**src/rtl/conv_rst_seq_pkg.sv**
```systemverilog
package conv_rst_seq_pkg;
    typedef enum logic [2:0] {
        SQ_HOLD   = 3'd0,
        SQ_ARM    = 3'd1,
        SQ_SETTLE = 3'd2,
        SQ_RUN    = 3'd3,
        SQ_SLEEP  = 3'd4
    } seq_state_t;
endpackage

```
**src/rtl/crs_sync.sv**
```systemverilog
module crs_sync #(
    parameter int STAGES = 2
) (
    input  logic clk,
    input  logic arst_n,
    input  logic din,
    output logic dout
);
    logic [STAGES-1:0] chain;

    generate
        for (genvar i = 0; i < STAGES; i++) begin : g_stage
            always_ff @(posedge clk or negedge arst_n) begin
                if (!arst_n) begin
                    chain[i] <= 1'b0;
                end else begin
                    chain[i] <= (i == 0) ? din : chain[(i == 0) ? 0 : i-1];
                end
            end
        end
    endgenerate

    assign dout = chain[STAGES-1];
endmodule

```
**src/rtl/crs_tick_cnt.sv**
```systemverilog
module crs_tick_cnt #(
    parameter int WIDTH = 17
) (
    input  logic             clk,
    input  logic             arst_n,
    input  logic             clr,
    input  logic             inc,
    output logic [WIDTH-1:0] count
);
    always_ff @(posedge clk or negedge arst_n) begin
        if (!arst_n) begin
            count <= '0;
        end else if (clr) begin
            count <= '0;
        end else if (inc) begin
            count <= count + 1'b1;
        end
    end
endmodule

```
**src/rtl/crs_fsm.sv**
```systemverilog
module crs_fsm
    import conv_rst_seq_pkg::*;
#(
    parameter int SETTLE_TICKS = 1116,
    parameter int PDOWN_TICKS  = 65536,
    parameter int CNT_W        = 17
) (
    input  logic             clk,
    input  logic             arst_n,
    input  logic             pin_hi,
    input  logic             tick,
    input  logic [CNT_W-1:0] count,
    output logic             cnt_clr,
    output logic             cnt_inc,
    output logic             core_rst,
    output logic             pdown,
    output logic             out_valid,
    output logic             force_zero
);
    localparam logic [CNT_W-1:0] SETTLE_LAST = CNT_W'(SETTLE_TICKS - 1);
    localparam logic [CNT_W-1:0] PDOWN_LAST  = CNT_W'(PDOWN_TICKS - 1);

    seq_state_t state, state_d;

    always_ff @(posedge clk or negedge arst_n) begin
        if (!arst_n) begin
            state <= SQ_HOLD;
        end else begin
            state <= state_d;
        end
    end

    always_comb begin
        state_d = state;
        unique case (state)
            SQ_HOLD: begin
                if (pin_hi) begin
                    state_d = SQ_ARM;
                end else if (tick && count == PDOWN_LAST) begin
                    state_d = SQ_SLEEP;
                end
            end
            SQ_ARM: begin
                if (!pin_hi) begin
                    state_d = SQ_HOLD;
                end else if (tick) begin
                    state_d = SQ_SETTLE;
                end
            end
            SQ_SETTLE: begin
                if (!pin_hi) begin
                    state_d = SQ_HOLD;
                end else if (tick && count == SETTLE_LAST) begin
                    state_d = SQ_RUN;
                end
            end
            SQ_RUN: begin
                if (!pin_hi) begin
                    state_d = SQ_HOLD;
                end
            end
            SQ_SLEEP: begin
                if (pin_hi) begin
                    state_d = SQ_ARM;
                end
            end
            default: state_d = SQ_HOLD;
        endcase
    end

    always_comb begin
        cnt_clr    = (state_d != state);
        cnt_inc    = tick && (state == SQ_HOLD || state == SQ_SETTLE);
        core_rst   = (state == SQ_HOLD) || (state == SQ_ARM) || (state == SQ_SLEEP);
        pdown      = (state == SQ_SLEEP);
        out_valid  = (state == SQ_RUN);
        force_zero = (state != SQ_RUN);
    end
endmodule

```
**src/rtl/conv_rst_seq.sv**
```systemverilog
module conv_rst_seq #(
    parameter int SETTLE_TICKS = 1116,
    parameter int PDOWN_TICKS  = 65536,
    parameter int SYNC_STAGES  = 2
) (
    input  logic clk,
    input  logic pwr_good,
    input  logic rst_req_n,
    input  logic fs_tick,
    output logic core_rst,
    output logic pdown,
    output logic out_valid,
    output logic force_zero
);
    localparam int MAX_TICKS = (PDOWN_TICKS > SETTLE_TICKS) ? PDOWN_TICKS : SETTLE_TICKS;
    localparam int CNT_W     = $clog2(MAX_TICKS + 1);

    logic             rst_sync;
    logic             cnt_clr;
    logic             cnt_inc;
    logic [CNT_W-1:0] count;

    crs_sync #(.STAGES(SYNC_STAGES)) u_sync (
        .clk   (clk),
        .arst_n(pwr_good),
        .din   (rst_req_n),
        .dout  (rst_sync)
    );

    crs_tick_cnt #(.WIDTH(CNT_W)) u_cnt (
        .clk   (clk),
        .arst_n(pwr_good),
        .clr   (cnt_clr),
        .inc   (cnt_inc),
        .count (count)
    );

    crs_fsm #(
        .SETTLE_TICKS(SETTLE_TICKS),
        .PDOWN_TICKS (PDOWN_TICKS),
        .CNT_W       (CNT_W)
    ) u_fsm (
        .clk       (clk),
        .arst_n    (pwr_good),
        .pin_hi    (rst_sync),
        .tick      (fs_tick),
        .count     (count),
        .cnt_clr   (cnt_clr),
        .cnt_inc   (cnt_inc),
        .core_rst  (core_rst),
        .pdown     (pdown),
        .out_valid (out_valid),
        .force_zero(force_zero)
    );
endmodule

```
**config.mk**
```make
export PLATFORM = sky130hd
export DESIGN_NAME = conv_rst_seq
export DESIGN_NICKNAME = d
export VERILOG_FILES = /design/src/rtl/conv_rst_seq_pkg.sv /design/src/rtl/crs_sync.sv /design/src/rtl/crs_tick_cnt.sv /design/src/rtl/crs_fsm.sv /design/src/rtl/conv_rst_seq.sv
export SDC_FILE = /design/constraint.sdc
export NUM_CORES = 1
export LEC_CHECK = 0
export ABC_AREA = 1
export BUFFER_PORTS_ARGS = -buffer_cell sky130_fd_sc_hd__buf_2
export CORE_AREA = 2 2 64 66
export DETAILED_ROUTE_END_ITERATION = 6
export DIE_AREA = 0 0 66 68
export PLACE_DENSITY = 0.51
export SETUP_SLACK_MARGIN = 0.2
export SLEW_MARGIN = 20
export SYNTH_ARGS = -nofsm -noshare
export SYNTH_HDL_FRONTEND = slang
export SYNTH_HIERARCHICAL = 1
export SYNTH_SLANG_ARGS = --single-unit
```
**constraint.sdc**
```tcl
create_clock -name clk -period 2.85 [get_ports clk]
set_input_delay 0.1425 -clock clk [delete_from_list [all_inputs] [get_ports clk]]
set_output_delay 0.1425 -clock clk [all_outputs]
set_load 0.02 [all_outputs]
```
After elaboration in Yosys (flattened, before gate mapping)

Index checks and enable logic that the tools add are counted.

Flip-flop bits (word level): 22
Input port bits: 4
Output and inout port bits: 4

$add $sub $neg: 1
Multiplexer cells: 11
Equal/unequal tests: 8
Reduce and logical (&&, ||, !) cells: 8

Operators with widths:

| kind                                                  | count |
|---|---|
| two-way mux 17 bit                                    | 2 |
| two-way mux 3 bit                                     | 8 |
| adder 17 x 1 -> 17 bit, second input constant         | 1 |
| equality test 17 x 11 -> 1 bit, second input constant | 1 |
| equality test 17 x 16 -> 1 bit, second input constant | 1 |
| case mux 3 bit (5 select lines)                       | 1 |
| equality test 3 x 2 -> 1 bit, second input constant   | 2 |
| equality test 3 x 1 -> 1 bit, second input constant   | 1 |
| equality test 3 bit, second input constant            | 1 |
| logical AND 1 bit                                     | 3 |
| zero test 3 bit                                       | 1 |
| logical OR 1 bit                                      | 3 |
| != test 3 x 2 -> 1 bit, second input constant         | 1 |
| != test 3 bit                                         | 1 |
| nonzero test 2 bit                                    | 1 |

Logic depth before layout (Yosys ltp)

Word-level depth: 7
Mapped depth: 17

Cells and area by module

The synthesis kept the hierarchy.

By module, submodules not included:

| module       | area an instance (sq um) | cells an instance | instances |
|---|---|---|---|
| crs_tick_cnt | 1033.5                   | 142               | 1 |
| crs_fsm      | 360.3                    | 71                | 1 |
| crs_sync     | 50.0                     | 2                 | 1 |

Least setup slack after synthesis

No wires, ideal clock.

Kind: flip-flop to flip-flop
Start: register u_fsm.state[0]
End: register u_cnt.count[13]
Setup time: 0.119 ns
Setup slack: 1.125 ns
Path buffers: 0
Clock period less this slack: 1.725 ns
Data arrival time: 1.606 ns
Cell stages (with the launch flop): 13
Cell sequence: dfrtp_1 -> nor2_1 -> inv_1 -> a21oi_1 -> nand3_1 -> nand2_1 -> nand2_1 -> nor2_4 -> inv_4 -> nand2_2 -> nor2_4 -> a21oi_1 -> nor2_1

Word-level cells in the longest chain between the ends: 5
Elaborated cells between the ends (all ways): 19
Classes of those cells: eq/ne (5); mux (10); reduce/logical (4)

RTL lines:

| what                                                            | RTL line                                    | text |
|---|---|---|
| start, declared                                                 | crs_fsm.sv:23                               | `seq_state_t state, state_d;` |
| start signal, assigned                                          | crs_fsm.sv:29                               | `state <= state_d;` |
| two-way mux 3 bit (on tied branches)                            | crs_fsm.sv:53, crs_fsm.sv:46, crs_fsm.sv:39 |  |
| two-way mux 3 bit (on tied branches)                            | crs_fsm.sv:51, crs_fsm.sv:37, crs_fsm.sv:44 |  |
| case mux 3 bit (5 select lines)                                 | crs_fsm.sv:35                               | `unique case (state)` |
| != test 3 bit (*)                                               | crs_fsm.sv:72                               | `cnt_clr = (state_d != state);` |
| net cnt_clr                                                     | conv_rst_seq.sv:19                          | `logic cnt_clr;` |
| two-way mux 17 bit / nonzero test 2 bit (equally long branches) | -                                           |  |
| end signal, assigned                                            | crs_tick_cnt.sv:16                          | `count <= count + 1'b1;` |
| end, declared                                                   | crs_tick_cnt.sv:8                           | `output logic [WIDTH-1:0] count` |

Mark *: on every way through the listed nets, which the timed path passes. The rest lies on a longest branch.
A chain may end at the register's enable or synchronous reset.

Final worst setup path

Start: register u_fsm.state[0]
End: register u_cnt.count[4]

The elaborated chain is that of the path after synthesis.

==> flow_summary_export.csv <==
group,metric,value,unit
worst_setup_path,worstSetupStartpointType,"register",
synth,synth_common_cells,"nand2_1, nor2_1, inv_1",
sta,slew_viol_final,0,
sta,fin_crit_sh,70.8,%
worst_setup_path,worstSetupPathType,"reg2reg",
global_route,grtUsageTotal,16.0,%
sta,hold_violations,0,
finish,diodes,0,
finish,ff_latch_area,551,um2
route,dr.pass1.iters,4,
power_and_ir_drop,p_total,654,uW
clock_tree,numCtsBuffers,3,
route,vias,1322,
clock_tree,clk-insertion-delay-late,0.26,ns
finish,syn_to_final_growth,11.6,%
placed_design,placed_cell_area,1540,um2
sta,finalSetupViolations,0,
placed_design,hpwl,2330,um
synth,async_flop_share,100,%
power_and_ir_drop,peakVddDrop,0.145,mV
route,drc,0,
clock_tree,clock-sinks,22,
clock_tree,cts_setup_buffers,0,
route,routed_wl,3190,um
worst_setup_path,cp_slowest_cell,"dfrtp_1",
finish,final_util,41.8,%
global_route,grt_pass1_wl,5560,um
synth,synthCells,215,
power_and_ir_drop,powerDensity,406,nW/um2
global_route,grt_pass1_vias,1201,
die,start_util,37.4,%
synth,avgSynthCellArea,6.72,um2
clock_tree,cts-root-buf,"clkbuf_8",
synth,yosysMostFrequentCell,"nand2_1",
worst_setup_path,cp-end-kind,"register",
run_status,outcome,"completed",
sta,rsz0062_at_grt,"no",
finish,multi_input_comb_area,754,um2
global_route,antenna_found_initial,0,
synth,ys.flop_type,"dfrtp_1",
clock_tree,cts-hold-fix-buffers,2,
flow_run,maxCapViolCount,0,
placed_design,place.gp.congestion,0.797,
route,antenna_left,0,
synth,yosys.area.top_type,"dfrtp_1",
finish,fillers,424,
route,via_per_inst,4.77,
placed_design,io_buffer_count,7,
clock_tree,cts.clk_slew.worst_paths,0.08,ns
die,row_count,23,
global_route,grt_max_degree,23,
synth,synth-seq-cells,22,
synth,synth_edf_count,0,
sta,slew_headroom,64.2,%
worst_setup_path,cp_max_fo,16,
power_and_ir_drop,power.leakage,0.000778,uW
synth,yosysTopAreaCellShare,38.1,%
synth,syn_nets,220,
sta,max_freq,0.496,GHz
clock_tree,postCtsResizedCells,0,
sta,tightest_slew,0.536,ns
worst_setup_path,arrival,2.21,ns
finish,instances_no_fill,277,
synth,yosysWarningCount,6,
die,fp.dieH,68,um
sta,period_needed,2.02,ns
clock_tree,cts_tree,"built",
die,fp.dieW,66,um
finish,drive_gt1_share,13.7,%
die,core_area,3860,um2
die,num_io_pins,8,
worst_setup_path,reg2reg_slack,0.83,ns
finish,stdcell_area,1610,um2
clock_tree,clk_path_buf_depth,2,
worst_setup_path,max_stage_delay,0.44,ns
finish,nets,233,
route,avgRoutedWirePerCell,11.5,um
worst_setup_path,worstPathRequired,3.05,ns
synth,yosysUniqueCellTypes,25,
sta,tns,0,ns
route,drt-initial-drc-count,81,
worst_setup_path,worstPathCellList,"nor2_1, inv_1, a21oi_1, nand3_1, nand2_1, nand2_1, inv_1, o21ai_0, a21oi_1",
clock_tree,cts_max_level,1,
synth,syn_area,1440,um2
placed_design,dpl.cell_count,271,
global_route,overflow,0,
die,fp.dieArea,4490,um2
sta,skew,0.00357,ns
synth,ys_seq_area_share,38.1,%
synth,synthTopCellsByArea,"dfrtp_1, nand2_1, nor2_1",
min_path,hp-class,"in2reg",
path summary, 6_finish.rpt:
| path | cells past startpoint | from | to |
|---|---|---|---|
| setup / recovery | 9 | u_fsm/state[0] | u_cnt/count[4] |
| hold / removal | 3 | fs_tick | u_fsm/state[1] |
| setup reg to reg | 9 | u_fsm/state[0] | u_cnt/count[4] |
| hold reg to reg | 0 | u_sync/chain[0] | u_sync/dout |
| max in group asynchronous | 2 | pwr_good | u_sync/chain[0] |
| min in group asynchronous | 2 | pwr_good | u_cnt/count[5] |
through the flow:
stage | hold slack (ns) | worst slack [ns]
after global routing | 0.259 | 0.520
after global placement | 0.162 | 0.847
after floorplan | -0.153 | 1.13
final | 0.233 | 0.833
after CTS | 0.228 | 0.824
after detailed placement | 0.158 | 0.846
final cells by class:
class / count / area share [%]
tap: 50 / 3.88
timing repair buffer: 9 / 3.42
clock buffer: 4 / 3.42
inverter: 35 / 8.31
multi-input combinational: 157 / 46.8
sequential: 22 / 34.2
report_power, final:
part	switching, uW	leakage [uW]	internal [uW]
clock network	109	0.0000288	123
registers	10.4	0.000300	320
logic	63.3	0.000449	27.8
cells by family (layout without fill, tap and decap cells):
logic type	count (synthesis)	count (layout)	synth area share (%)
AO/OA/AOI/OAI	22	22	8.49
adder cells (fa/ha/maj)	1	1	0.866
flip-flops	22	22	38.1
buffers and inverters	36	48	9.62
XOR/XNOR	1	1	0.607
AND/OR/NAND/NOR	133	133	42.3
flip-flops by register name, summed over array words and instances (netlist names):
register and count:
u_cnt/count 17, u_fsm/state 3, u_sync/chain 1, u_sync/dout 1
metal layers:
| metal | part of all wire, % | GRT usage [%] | up-vias |
|---|---|---|---|
| li1 | - | - | 695 |
| met1 | 50 | 22.1 | 598 |
| met2 | 46 | 27.0 | 25 |
| met3 | 2.6 | 1.97 | 4 |
| met4 | 1.4 | 3.83 | 0 |
| met5 | 0 | 0 | - |
cell usage in the layout, fill, tap and decap left out, types with 2 or more instances in the layout:
| cell type | n |
|---|---|
| inv_2 | 2 |
| dlygate4sd3_1 | 2 |
| nand2_1 | 53 |
| buf_2 | 7 |
| inv_1 | 32 |
| nand4_1 | 3 |
| o21ai_0 | 6 |
| nor2_1 | 40 |
| a21oi_1 | 11 |
| nand2_2 | 4 |
| nand3_1 | 18 |
| dfrtp_1 | 22 |
| nor2_2 | 5 |
| clkbuf_8 | 4 |
| nor2_4 | 6 |
worst max-delay path: cells and delay by family, from the launching register on:
| kind | cells | cell delay, ns |
|---|---|---|
| compound gates | 3 | 0.48 |
| buf+inv | 2 | 0.54 |
| flops | 1 | 0.44 |
| simple gates | 4 | 0.48 |
Note: power is estimated with default switching activity, not from simulation.
